--- src/rtl/accum_cpu_pkg.sv ---
package accum_cpu_pkg;

  typedef enum logic [2:0] {
    OP_AND   = 3'd0,
    OP_ADD   = 3'd1,
    OP_LDA   = 3'd2,
    OP_STA   = 3'd3,
    OP_BUN   = 3'd4,
    OP_BSA   = 3'd5,
    OP_ISZ   = 3'd6,
    OP_MICRO = 3'd7
  } opcode_e;

  typedef enum logic [1:0] {
    WD_AC,
    WD_PC,
    WD_DR
  } wsel_e;

  typedef enum logic [1:0] {
    AC_NONE,
    AC_AND,
    AC_ADD,
    AC_LDA
  } acop_e;

  // mask bit positions for register micro-operations (opcode 7, mode 0)
  localparam int MB_CLA = 11;
  localparam int MB_CLE = 10;
  localparam int MB_CMA = 9;
  localparam int MB_CME = 8;
  localparam int MB_CIR = 7;
  localparam int MB_CIL = 6;
  localparam int MB_INC = 5;
  localparam int MB_SPA = 4;
  localparam int MB_SNA = 3;
  localparam int MB_SZA = 2;
  localparam int MB_SZE = 1;
  localparam int MB_HLT = 0;

  // mask bit positions for I/O operations (opcode 7, mode 1)
  localparam int IB_INP = 11;
  localparam int IB_OUT = 10;
  localparam int IB_SKI = 9;
  localparam int IB_SKO = 8;
  localparam int IB_ION = 7;
  localparam int IB_IOF = 6;

  typedef struct packed {
    logic  addrPc;     // memory address from program counter
    logic  loadIr;     // capture instruction and its address field
    logic  incPc;      // advance program counter
    logic  loadPc;     // program counter <= address register
    logic  loadArMem;  // address register <= read data (indirect)
    logic  incAr;      // address register + 1
    logic  memWe;      // memory write this cycle
    wsel_e wsel;       // write data source
    acop_e acOp;       // accumulator memory operation
    logic  loadDrInc;  // data register <= read data + 1
    logic  skipDrZero; // skip when data register is zero
    logic  regExec;    // run register micro-operations
    logic  ioExec;     // run I/O micro-operations
  } ctrl_t;

endpackage

--- src/rtl/accum_cpu_ctrl.sv ---
module accum_cpu_ctrl
  import accum_cpu_pkg::*;
(
  input  logic       clk,
  input  logic       rstN,
  input  logic       irMode,
  input  logic [2:0] irOp,
  input  logic       irHalt,
  output ctrl_t      st,
  output logic       halted
);

  typedef enum logic [2:0] {
    PH_FETCH,
    PH_DECODE,
    PH_INDIRECT,
    PH_EXECUTE,
    PH_HALT
  } phase_e;

  phase_e     phase, nxtPhase;
  logic [1:0] step, nxtStep;
  logic       done;

  always_comb begin
    st       = '0;
    nxtPhase = phase;
    nxtStep  = step + 2'd1;
    done     = 1'b0;
    unique case (phase)
      PH_FETCH: begin
        st.addrPc = 1'b1;
        if (step != 2'd0) begin
          st.loadIr = 1'b1;
          st.incPc  = 1'b1;
          nxtPhase  = PH_DECODE;
          nxtStep   = 2'd0;
        end
      end
      PH_DECODE: begin
        nxtStep = 2'd0;
        if (irOp == OP_MICRO) begin
          if (irMode) st.ioExec  = 1'b1;
          else        st.regExec = 1'b1;
          nxtPhase = (!irMode && irHalt) ? PH_HALT : PH_FETCH;
        end else if (irMode) begin
          nxtPhase = PH_INDIRECT;
        end else begin
          nxtPhase = PH_EXECUTE;
        end
      end
      PH_INDIRECT: begin
        if (step != 2'd0) begin
          st.loadArMem = 1'b1;
          nxtPhase     = PH_EXECUTE;
          nxtStep      = 2'd0;
        end
      end
      PH_EXECUTE: begin
        unique case (irOp)
          OP_AND, OP_ADD, OP_LDA: begin
            if (step != 2'd0) begin
              st.acOp = (irOp == OP_AND) ? AC_AND :
                        (irOp == OP_ADD) ? AC_ADD : AC_LDA;
              done = 1'b1;
            end
          end
          OP_STA: begin
            st.memWe = 1'b1;
            st.wsel  = WD_AC;
            done     = 1'b1;
          end
          OP_BUN: begin
            st.loadPc = 1'b1;
            done      = 1'b1;
          end
          OP_BSA: begin
            if (step == 2'd0) begin
              st.memWe = 1'b1;
              st.wsel  = WD_PC;
              st.incAr = 1'b1;
            end else begin
              st.loadPc = 1'b1;
              done      = 1'b1;
            end
          end
          OP_ISZ: begin
            if (step == 2'd1) begin
              st.loadDrInc = 1'b1;
            end else if (step == 2'd2) begin
              st.memWe      = 1'b1;
              st.wsel       = WD_DR;
              st.skipDrZero = 1'b1;
              done          = 1'b1;
            end
          end
          default: done = 1'b1;
        endcase
        if (done) begin
          nxtPhase = PH_FETCH;
          nxtStep  = 2'd0;
        end
      end
      PH_HALT: nxtStep = 2'd0;
      default: begin
        nxtPhase = PH_FETCH;
        nxtStep  = 2'd0;
      end
    endcase
  end

  always_ff @(posedge clk) begin
    if (!rstN) begin
      phase <= PH_FETCH;
      step  <= 2'd0;
    end else begin
      phase <= nxtPhase;
      step  <= nxtStep;
    end
  end

  assign halted = (phase == PH_HALT);

  // once stopped, the core stays stopped until reset
  p_halt_hold_r11: assert property (@(posedge clk) disable iff (!rstN)
    (phase == PH_HALT) |=> (phase == PH_HALT));

  // a stopped core issues no writes and no program-counter steps
  p_halt_quiet_r11: assert property (@(posedge clk) disable iff (!rstN)
    halted |-> (!st.memWe && !st.incPc && !st.loadIr));

  // at most one memory-side action per cycle
  p_one_access_r2: assert property (@(posedge clk) disable iff (!rstN)
    $onehot0({st.memWe, st.loadIr, st.loadArMem, st.loadDrInc}));

endmodule

--- src/rtl/accum_cpu_dpath.sv ---
module accum_cpu_dpath
  import accum_cpu_pkg::*;
#(
  parameter int AddrW = 12,
  parameter int DataW = 16,
  parameter int IoW   = 8
) (
  input  logic             clk,
  input  logic             rstN,
  input  ctrl_t            st,
  input  logic [DataW-1:0] memRdata,
  output logic [AddrW-1:0] memAddr,
  output logic [DataW-1:0] memWdata,
  output logic [DataW-1:0] irOut,
  input  logic [IoW-1:0]   inpData,
  input  logic             inpFlag,
  input  logic             outFlag,
  output logic             inpAck,
  output logic             outStrobe,
  output logic [IoW-1:0]   outData,
  output logic             intEnable
);

  localparam int Msb = DataW - 1;

  logic [AddrW-1:0] pc, ar;
  logic [DataW-1:0] ir, ac, dr;
  logic             eFlag;
  logic [IoW-1:0]   outReg;
  logic             ienReg;

  logic [DataW-1:0] microAc;
  logic             microE;
  logic             regSkip, ioSkip, drZero, pcStep;
  logic [DataW:0]   sum;

  // register micro-operations, applied in mask order
  always_comb begin
    microAc = ac;
    microE  = eFlag;
    if (ir[MB_CLA]) microAc = '0;
    if (ir[MB_CLE]) microE  = 1'b0;
    if (ir[MB_CMA]) microAc = ~microAc;
    if (ir[MB_CME]) microE  = ~microE;
    if (ir[MB_CIR]) begin
      {microAc, microE} = {microE, microAc[Msb:0]};
    end
    if (ir[MB_CIL]) begin
      {microE, microAc} = {microAc, microE};
    end
    if (ir[MB_INC]) microAc = microAc + 1'b1;
  end

  assign regSkip = (ir[MB_SPA] && !ac[Msb]) ||
                   (ir[MB_SNA] &&  ac[Msb]) ||
                   (ir[MB_SZA] && (ac == '0)) ||
                   (ir[MB_SZE] && !eFlag);
  assign ioSkip  = (ir[IB_SKI] && inpFlag) || (ir[IB_SKO] && outFlag);
  assign drZero  = (dr == '0);
  assign sum     = {1'b0, ac} + {1'b0, memRdata};
  assign pcStep  = st.incPc ||
                   (st.skipDrZero && drZero) ||
                   (st.regExec && regSkip) ||
                   (st.ioExec && ioSkip);

  always_ff @(posedge clk) begin
    if (!rstN) begin
      pc     <= '0;
      ar     <= '0;
      ir     <= '0;
      ac     <= '0;
      dr     <= '0;
      eFlag  <= 1'b0;
      outReg <= '0;
      ienReg <= 1'b0;
    end else begin
      if (st.loadIr) begin
        ir <= memRdata;
        ar <= memRdata[AddrW-1:0];
      end else if (st.loadArMem) begin
        ar <= memRdata[AddrW-1:0];
      end else if (st.incAr) begin
        ar <= ar + 1'b1;
      end

      if (st.loadPc)     pc <= ar;
      else if (pcStep)   pc <= pc + 1'b1;

      if (st.loadDrInc)  dr <= memRdata + 1'b1;

      unique case (st.acOp)
        AC_AND: ac <= ac & memRdata;
        AC_ADD: {eFlag, ac} <= sum;
        AC_LDA: ac <= memRdata;
        default: begin
          if (st.regExec) begin
            ac    <= microAc;
            eFlag <= microE;
          end else if (st.ioExec && ir[IB_INP]) begin
            ac <= {ac[Msb:IoW], inpData};
          end
        end
      endcase

      if (st.ioExec && ir[IB_OUT]) outReg <= ac[IoW-1:0];
      if (st.ioExec) begin
        if (ir[IB_ION])      ienReg <= 1'b1;
        else if (ir[IB_IOF]) ienReg <= 1'b0;
      end
    end
  end

  assign memAddr = st.addrPc ? pc : ar;

  always_comb begin
    unique case (st.wsel)
      WD_PC:   memWdata = {{(DataW-AddrW){1'b0}}, pc};
      WD_DR:   memWdata = dr;
      default: memWdata = ac;
    endcase
  end

  assign irOut     = ir;
  assign inpAck    = st.ioExec && ir[IB_INP];
  assign outStrobe = st.ioExec && ir[IB_OUT];
  assign outData   = outReg;
  assign intEnable = ienReg;

  // the carry flag moves only through ADD or a register micro-operation
  p_carry_src_r3: assert property (@(posedge clk) disable iff (!rstN)
    (eFlag != $past(eFlag)) |-> $past(st.acOp == AC_ADD || st.regExec));

  // the program counter moves only on a fetch, branch or skip request
  p_pc_src_r6: assert property (@(posedge clk) disable iff (!rstN)
    (pc != $past(pc)) |-> $past(st.incPc || st.loadPc || st.skipDrZero ||
                                st.regExec || st.ioExec));

  // a store leaves the accumulator as it was
  p_ac_hold_r5: assert property (@(posedge clk) disable iff (!rstN)
    $past(st.memWe) |-> (ac == $past(ac)));

  // the output character changes only after an output strobe
  p_out_src_r12: assert property (@(posedge clk) disable iff (!rstN)
    (outData != $past(outData)) |-> $past(outStrobe));

endmodule

--- src/rtl/accum_cpu.sv ---
module accum_cpu
  import accum_cpu_pkg::*;
#(
  parameter int AddrW = 12,
  parameter int DataW = 16,
  parameter int IoW   = 8
) (
  input  logic             clk,
  input  logic             rstN,
  output logic [AddrW-1:0] memAddr,
  input  logic [DataW-1:0] memRdata,
  output logic [DataW-1:0] memWdata,
  output logic             memWe,
  output logic             halted,
  input  logic [IoW-1:0]   inpData,
  input  logic             inpFlag,
  output logic             inpAck,
  output logic [IoW-1:0]   outData,
  input  logic             outFlag,
  output logic             outStrobe,
  output logic             intEnable
);

  ctrl_t            st;
  logic [DataW-1:0] irWord;

  accum_cpu_ctrl ctrl_i (
    .clk    (clk),
    .rstN   (rstN),
    .irMode (irWord[DataW-1]),
    .irOp   (irWord[DataW-2:DataW-4]),
    .irHalt (irWord[MB_HLT]),
    .st     (st),
    .halted (halted)
  );

  accum_cpu_dpath #(
    .AddrW (AddrW),
    .DataW (DataW),
    .IoW   (IoW)
  ) dpath_i (
    .clk       (clk),
    .rstN      (rstN),
    .st        (st),
    .memRdata  (memRdata),
    .memAddr   (memAddr),
    .memWdata  (memWdata),
    .irOut     (irWord),
    .inpData   (inpData),
    .inpFlag   (inpFlag),
    .outFlag   (outFlag),
    .inpAck    (inpAck),
    .outStrobe (outStrobe),
    .outData   (outData),
    .intEnable (intEnable)
  );

  assign memWe = st.memWe;

endmodule

--- config.mk ---
export PLATFORM = sky130hd
export DESIGN_NAME = accum_cpu
export DESIGN_NICKNAME = d
export VERILOG_FILES = /design/src/rtl/accum_cpu_pkg.sv /design/src/rtl/accum_cpu_ctrl.sv /design/src/rtl/accum_cpu_dpath.sv /design/src/rtl/accum_cpu.sv
export SDC_FILE = /design/constraint.sdc
export NUM_CORES = 1
export LEC_CHECK = 0
export ABC_AREA = 1
export BUFFER_PORTS_ARGS = -buffer_cell sky130_fd_sc_hd__buf_2
export CAP_MARGIN = 5
export CORE_MARGIN = 2
export CORE_UTILIZATION = 45
export CTS_CLUSTER_DIAMETER = 150
export DETAILED_ROUTE_END_ITERATION = 8
export GPL_ROUTABILITY_DRIVEN = 0
export PLACE_DENSITY = 0.64
export SYNTH_ARGS = -nofsm -noshare
export SYNTH_HDL_FRONTEND = slang
export SYNTH_SLANG_ARGS = --single-unit
--- constraint.sdc ---
create_clock -name clk -period 4.7 [get_ports clk]
set_input_delay 0.235 -clock clk [delete_from_list [all_inputs] [get_ports clk]]
set_output_delay 0.235 -clock clk [all_outputs]
set_load 0.03 [all_outputs]
# After elaboration in Yosys (flattened, before gate mapping)
# Index checks and enable logic that the tools add are counted.
# totals
regBits	87
in_bits	28
output_inout_bits	41
wordCells	143
# op_classes
add_sub_neg	6
eq_ne	21
mux	60
bitwise	5
reduce_logical	40
# ops
cell	count
16-bit 2-to-1 mux	6
12-bit 2-to-1 mux	6
16-bit case mux with 3 select lines	1
16-bit by 1-bit adder with 16-bit output (second input constant)	2
16-bit logical NOT	2
16-bit case mux with 2 select lines	1
12-bit by 1-bit adder with 12-bit output (second input constant)	2
3-bit 2-to-1 mux	8
1-bit 2-to-1 mux	20
2-bit 2-to-1 mux	9
16-bit by 16-bit adder with 17-bit output	1
16-bit bitwise AND	1
8-bit 2-to-1 mux	2
16-bit NOT	1
3-bit == test (second input constant)	5
3-bit case mux with 5 select lines	1
3-bit by 2-bit == test with 1-bit output (second input constant)	4
1-bit logical AND	12
3-bit case mux with 3 select lines	1
2-bit == test (second input constant)	4
2-bit nonzero test	4
1-bit logical OR	7
2-bit by 1-bit == test with 1-bit output (second input constant)	3
3-bit by 1-bit == test with 1-bit output (second input constant)	2
17 further kinds	27

# Depth between registers and ports, before layout
# logic_depth
depth_word	12
mapped_depth	19
depth_no_buf	18

# By module
# A second synthesis with hierarchy kept.
# hier_totals
hier_cells	1200
area_unflattened_um2	7333.3
# by_module_without_submodules
module	n_inst	cells_each	area_each_um2	seq_area_each_um2
accum_cpu_dpath	1	1104	6784.0	1641.6
accum_cpu_ctrl	1	96	549.3	100.1

# Least setup slack after synthesis
# OpenSTA, ideal clock, no wires.
# synth_timing
path_type	register to output
from	register ctrl_i.step[0]
to	output memWdata[0]
arrival_time_ps	2631
t_required_ps	4465
setup_slack_ps	1834
path_stages_with_launch	13
n_path_buf	3
path_cell_list	dfxtp_1 inv_1 ha_1 clkinv_1 nor2_1 inv_1 nor2_1 buf_2 ha_1 clkbuf_1 inv_1 clkbuf_1 o21ai_0
# synth_between
elab_chain_len	7
elab_cells_between_ends	11
classes_between	4 x eq/ne; 6 x mux; 1 x reduce/logical
# synth_rtl
item	line_no	source
start, declared	accum_cpu_ctrl.sv:22	logic [1:0] step, nxtStep;
start signal, assigned	accum_cpu_ctrl.sv:118	step <= nxtStep;
2-bit == test	accum_cpu_ctrl.sv:90	end else if (step == 2'd2) begin
3-bit 2-to-1 mux	accum_cpu_ctrl.sv:90	
3-bit 2-to-1 mux	accum_cpu_ctrl.sv:88	if (step == 2'd1) begin
3-bit case mux with 3 select lines (*)	accum_cpu_ctrl.sv:60	unique case (irOp)
8-bit 2-to-1 mux (*)	accum_cpu_ctrl.sv:30	unique case (phase)
2-bit == test or 2-bit by 1-bit == test with 1-bit output (tied branches)	accum_cpu_dpath.sv:116	unique case (st.wsel)
16-bit case mux with 2 select lines (*)	accum_cpu_dpath.sv:116	
end, declared	accum_cpu.sv:12	output logic [DataW-1:0] memWdata,
# Every way passes the cells marked *; elsewhere a longest branch is shown, timed or not.

# Worst setup path in the final report
# layout_timing
from	register ctrl_i.step[0]
to	output memWdata[11]
# The elaborated chain is that of the path after synthesis.

==> summary.txt <==
Worst setup path
  • Startpoint Class: flop
  • Worst Path Buf+Inv: 5
  • R2R Path End: dpath_i.ac[14]
  • Arrival time worst endpoint: 3450 ps
  • WP data required: 4470 ps
  • CP max stage delay: 570 ps
  • Crit-path cells: inv_1 > ha_1 > clkinv_1 > nor2_1 > inv_1 > nor2_1 > ha_1 > inv_1 > nor2_1 > a21oi_1 > buf_2
  • Worst r2r src: ctrl_i.step[0]
  • Crit-path max FO: 24
  • Family with the most delay on the worst path: buffers and inverters
  • Register-to-Register Setup Slack: 1630 ps
  • Slowest-stage cell, CP: inv_1
  • Critical path class: reg -> out
  • R2R depth: 15
  • Worst setup EP type: output port

Hold path
  • Worst Hold Endpoint: dpath_i.irOut[12]
  • Hold depth: 3
  • HP Class: in -> reg
  • Hold Crit Start: memRdata[12]

Timing
  • Clock skew: 5.99 ps
  • Slew headroom: 0.212
  • Min Clock Period, post-route: 3680 ps
  • Fin. Hold Viols: 0
  • Worst-Margin Slew: 1180 ps
  • Slew Viols, Final: 0
  • Hold Slack: 216 ps
  • Crit share post-route: 0.783
  • Total Neg Setup Slack: 0 ps
  • FMAX: 272 MHz
  • Endpoints failing setup: 0
  • RSZ-0062 raised after global routing: false

Synth
  • Avg Inst Size Synth: 6.29 um2
  • Yosys warning count: 0
  • Post-Syn Nets: 1,236
  • Mapped cell area: 0.00741 mm2
  • Post-synthesis async set-or-reset flop share: 0
  • Top-count cell post-synth: nand2_1
  • EDFF count, synth: 0
  • Synth top area share: 0.235
  • Main flop type after synthesis: dfxtp_1
  • Number of synthesized register bits: 87
  • Post-Syn Instances: 1,178
  • Sequential fraction of the synthesis area: 0.235
  • Largest area contributor in the netlist: dfxtp_1
  • Top cells by area, synth: dfxtp_1, nand2_1, nand3_1
  • Synth unique cells: 55
  • Commonest cells in the netlist: nand2_1, inv_1, nand3_1, o21ai_0, a21oi_1

Drt
  • Remaining DRCs: 0
  • Vias per cell: 5.59
  • Final WL: 24.4 mm
  • Routed Antenna Nets: 0
  • Routed len/inst: 17.0 um
  • First DRT Iteration DRCs: 800
  • Vias after detailed routing: 8,027
  • DRT Pass-1 Iters: 6

Floorplan
  • I/O pins: 69
  • Initial Util: 0.463
  • Chip width: 132 um
  • Core area: 0.0160 mm2
  • Die H: 132 um
  • DIE AREA: 0.0175 mm2
  • Rows: 46

Pwr
  • Worst ir drop on vdd: 0.197 mV
  • Leakage power: 3.55 nW
  • P per Cell Area: 455 mW/mm2

Global route
  • Grt total ovfl: 0
  • Largest net degree at the start of global routing: 57
  • Initial antenna violation count: 0
  • Vias in the first global route: 7,032
  • Overall Global Routing Usage: 0.274
  • First-pass GRT wire length: 38.0 mm

Job
  • Max Cap Violations: 0

Clocking
  • CTS root buf: clkbuf_16
  • H-tree depth: 3
  • Deepest clock path buffer count: 2
  • Clk_lat worst skew: 350 ps
  • Total CTS buffers: 9
  • CTS clk-pin slew, worst paths: 60 ps
  • Setup Fix Bufs, Post-CTS: 0
  • CTS tree: done
  • Hold_buf cts: 0
  • Clk sinks: 87
  • Gates resized, CTS repair: 0

Cells and area
  • Area growth syn-to-layout: 9.44%
  • Util after Layout: 0.507
  • Design Area, Final: 0.00811 mm2
  • Nets: 1,274
  • Layout cells sized above 1: 0.138
  • # diodes: 0

Run status
  • Status: finished clean

Place
  • Post-DP HPWL: 18.6 mm
  • IO Port Bufs: 68
  • Area after DPL: 0.00780 mm2
[per-stage QoR]
step           worst slack [ps]  total power [mW]  instances
2_1_floorplan              1830              2.54       1178
3_3_place_gp               1490              2.91       1421
3_5_place_dp               1430              2.92       1421
4_1_cts                    1050              3.68       1435
5_1_grt                     754              3.97       1435
6_report                   1020              3.69       1435
[where the power goes]
| part | internal (mW) | switching (mW) |
|---|---|---|
| combinational | 0.549 | 1.29 |
| sequential | 0.883 | 0.214 |
| clock | 0.452 | 0.299 |
[flip-flops by register name, indices dropped and copies added (netlist names)]
register	count
ctrl_i.phase	3
ctrl_i.step	2
dpath_i.ac	16
dpath_i.ar	12
dpath_i.dr	16
dpath_i.eFlag	1
dpath_i.intEnable	1
dpath_i.irOut	16
dpath_i.outData	8
dpath_i.pc	12
[cells in the final DEF, fill, tap and decap left out, drive strengths merged, types with 5 or more instances in the layout]
cell type,netlist,final
clkbuf,20,12
buf,25,72
ha,29,29
inv,148,149
a31oi,7,7
xnor2,5,5
xor2,18,18
dfxtp,87,87
o211ai,11,11
nor3,18,18
nand3,145,145
o22ai,12,12
nand4,16,16
nor2,93,93
nand2,271,271
or2,5,5
o221ai,6,6
o21ai,121,121
a21oi,107,107
nor4,6,6
a221oi,5,5
[layer usage]
metal,share of wire,vias to the layer above,track usage,wire length [um]
li1,-,4039,-,-
met1,0.47,3635,0.401,11500
met2,0.42,311,0.390,10200
met3,0.092,42,0.0696,2250
met4,0.021,0,0.0860,505
met5,0,-,0,0
[final cells by class]
class                      instances  area, um2
fill                            1696       7890
multi-input combinational        897       4860
sequential                        87       1740
inverter                         149        564
timing repair buffer              72        370
tap                              216        270
clock buffer                      12        267
clock inverter                     2       38.8
[kinds of logic after synthesis]
| family | after synthesis | share of synthesized area |
|---|---|---|
| and+or+nand+nor | 558 | 0.360 |
| AOI/OAI and AO/OA | 286 | 0.215 |
| xor gates and xnor gates | 23 | 0.0282 |
| DFF | 87 | 0.235 |
| adders and majority gates | 30 | 0.0517 |
| buffers and inverters | 194 | 0.110 |
[worst reg2reg max path: stages, from the launching register on]
cell      delay [ps]
dfxtp_1          350
inv_1             60
ha_1             240
clkinv_1         150
nand2_1           90
nor3_1           360
inv_1            160
ha_1             430
inv_1            310
nand2_2          120
nor3_4           250
inv_2            120
o21ai_0          170
inv_1             50
nand2_1           60
inv_1             30
[how the worst max path moves through the flow]
stage                    to           start  cells after the start  slack, ps
2_1_floorplan   memWdata[0]  ctrl_i.step[0]                     12       1830
3_3_place_gp   memWdata[10]  ctrl_i.step[0]                     11       1490
3_5_place_dp   memWdata[11]  ctrl_i.step[0]                     11       1430
4_1_cts        memWdata[11]  ctrl_i.step[0]                     11       1050
5_1_grt        memWdata[15]  ctrl_i.step[0]                     11        750
6_report       memWdata[11]  ctrl_i.step[0]                     11       1020
Note: power is estimated with default switching activity, not from simulation.
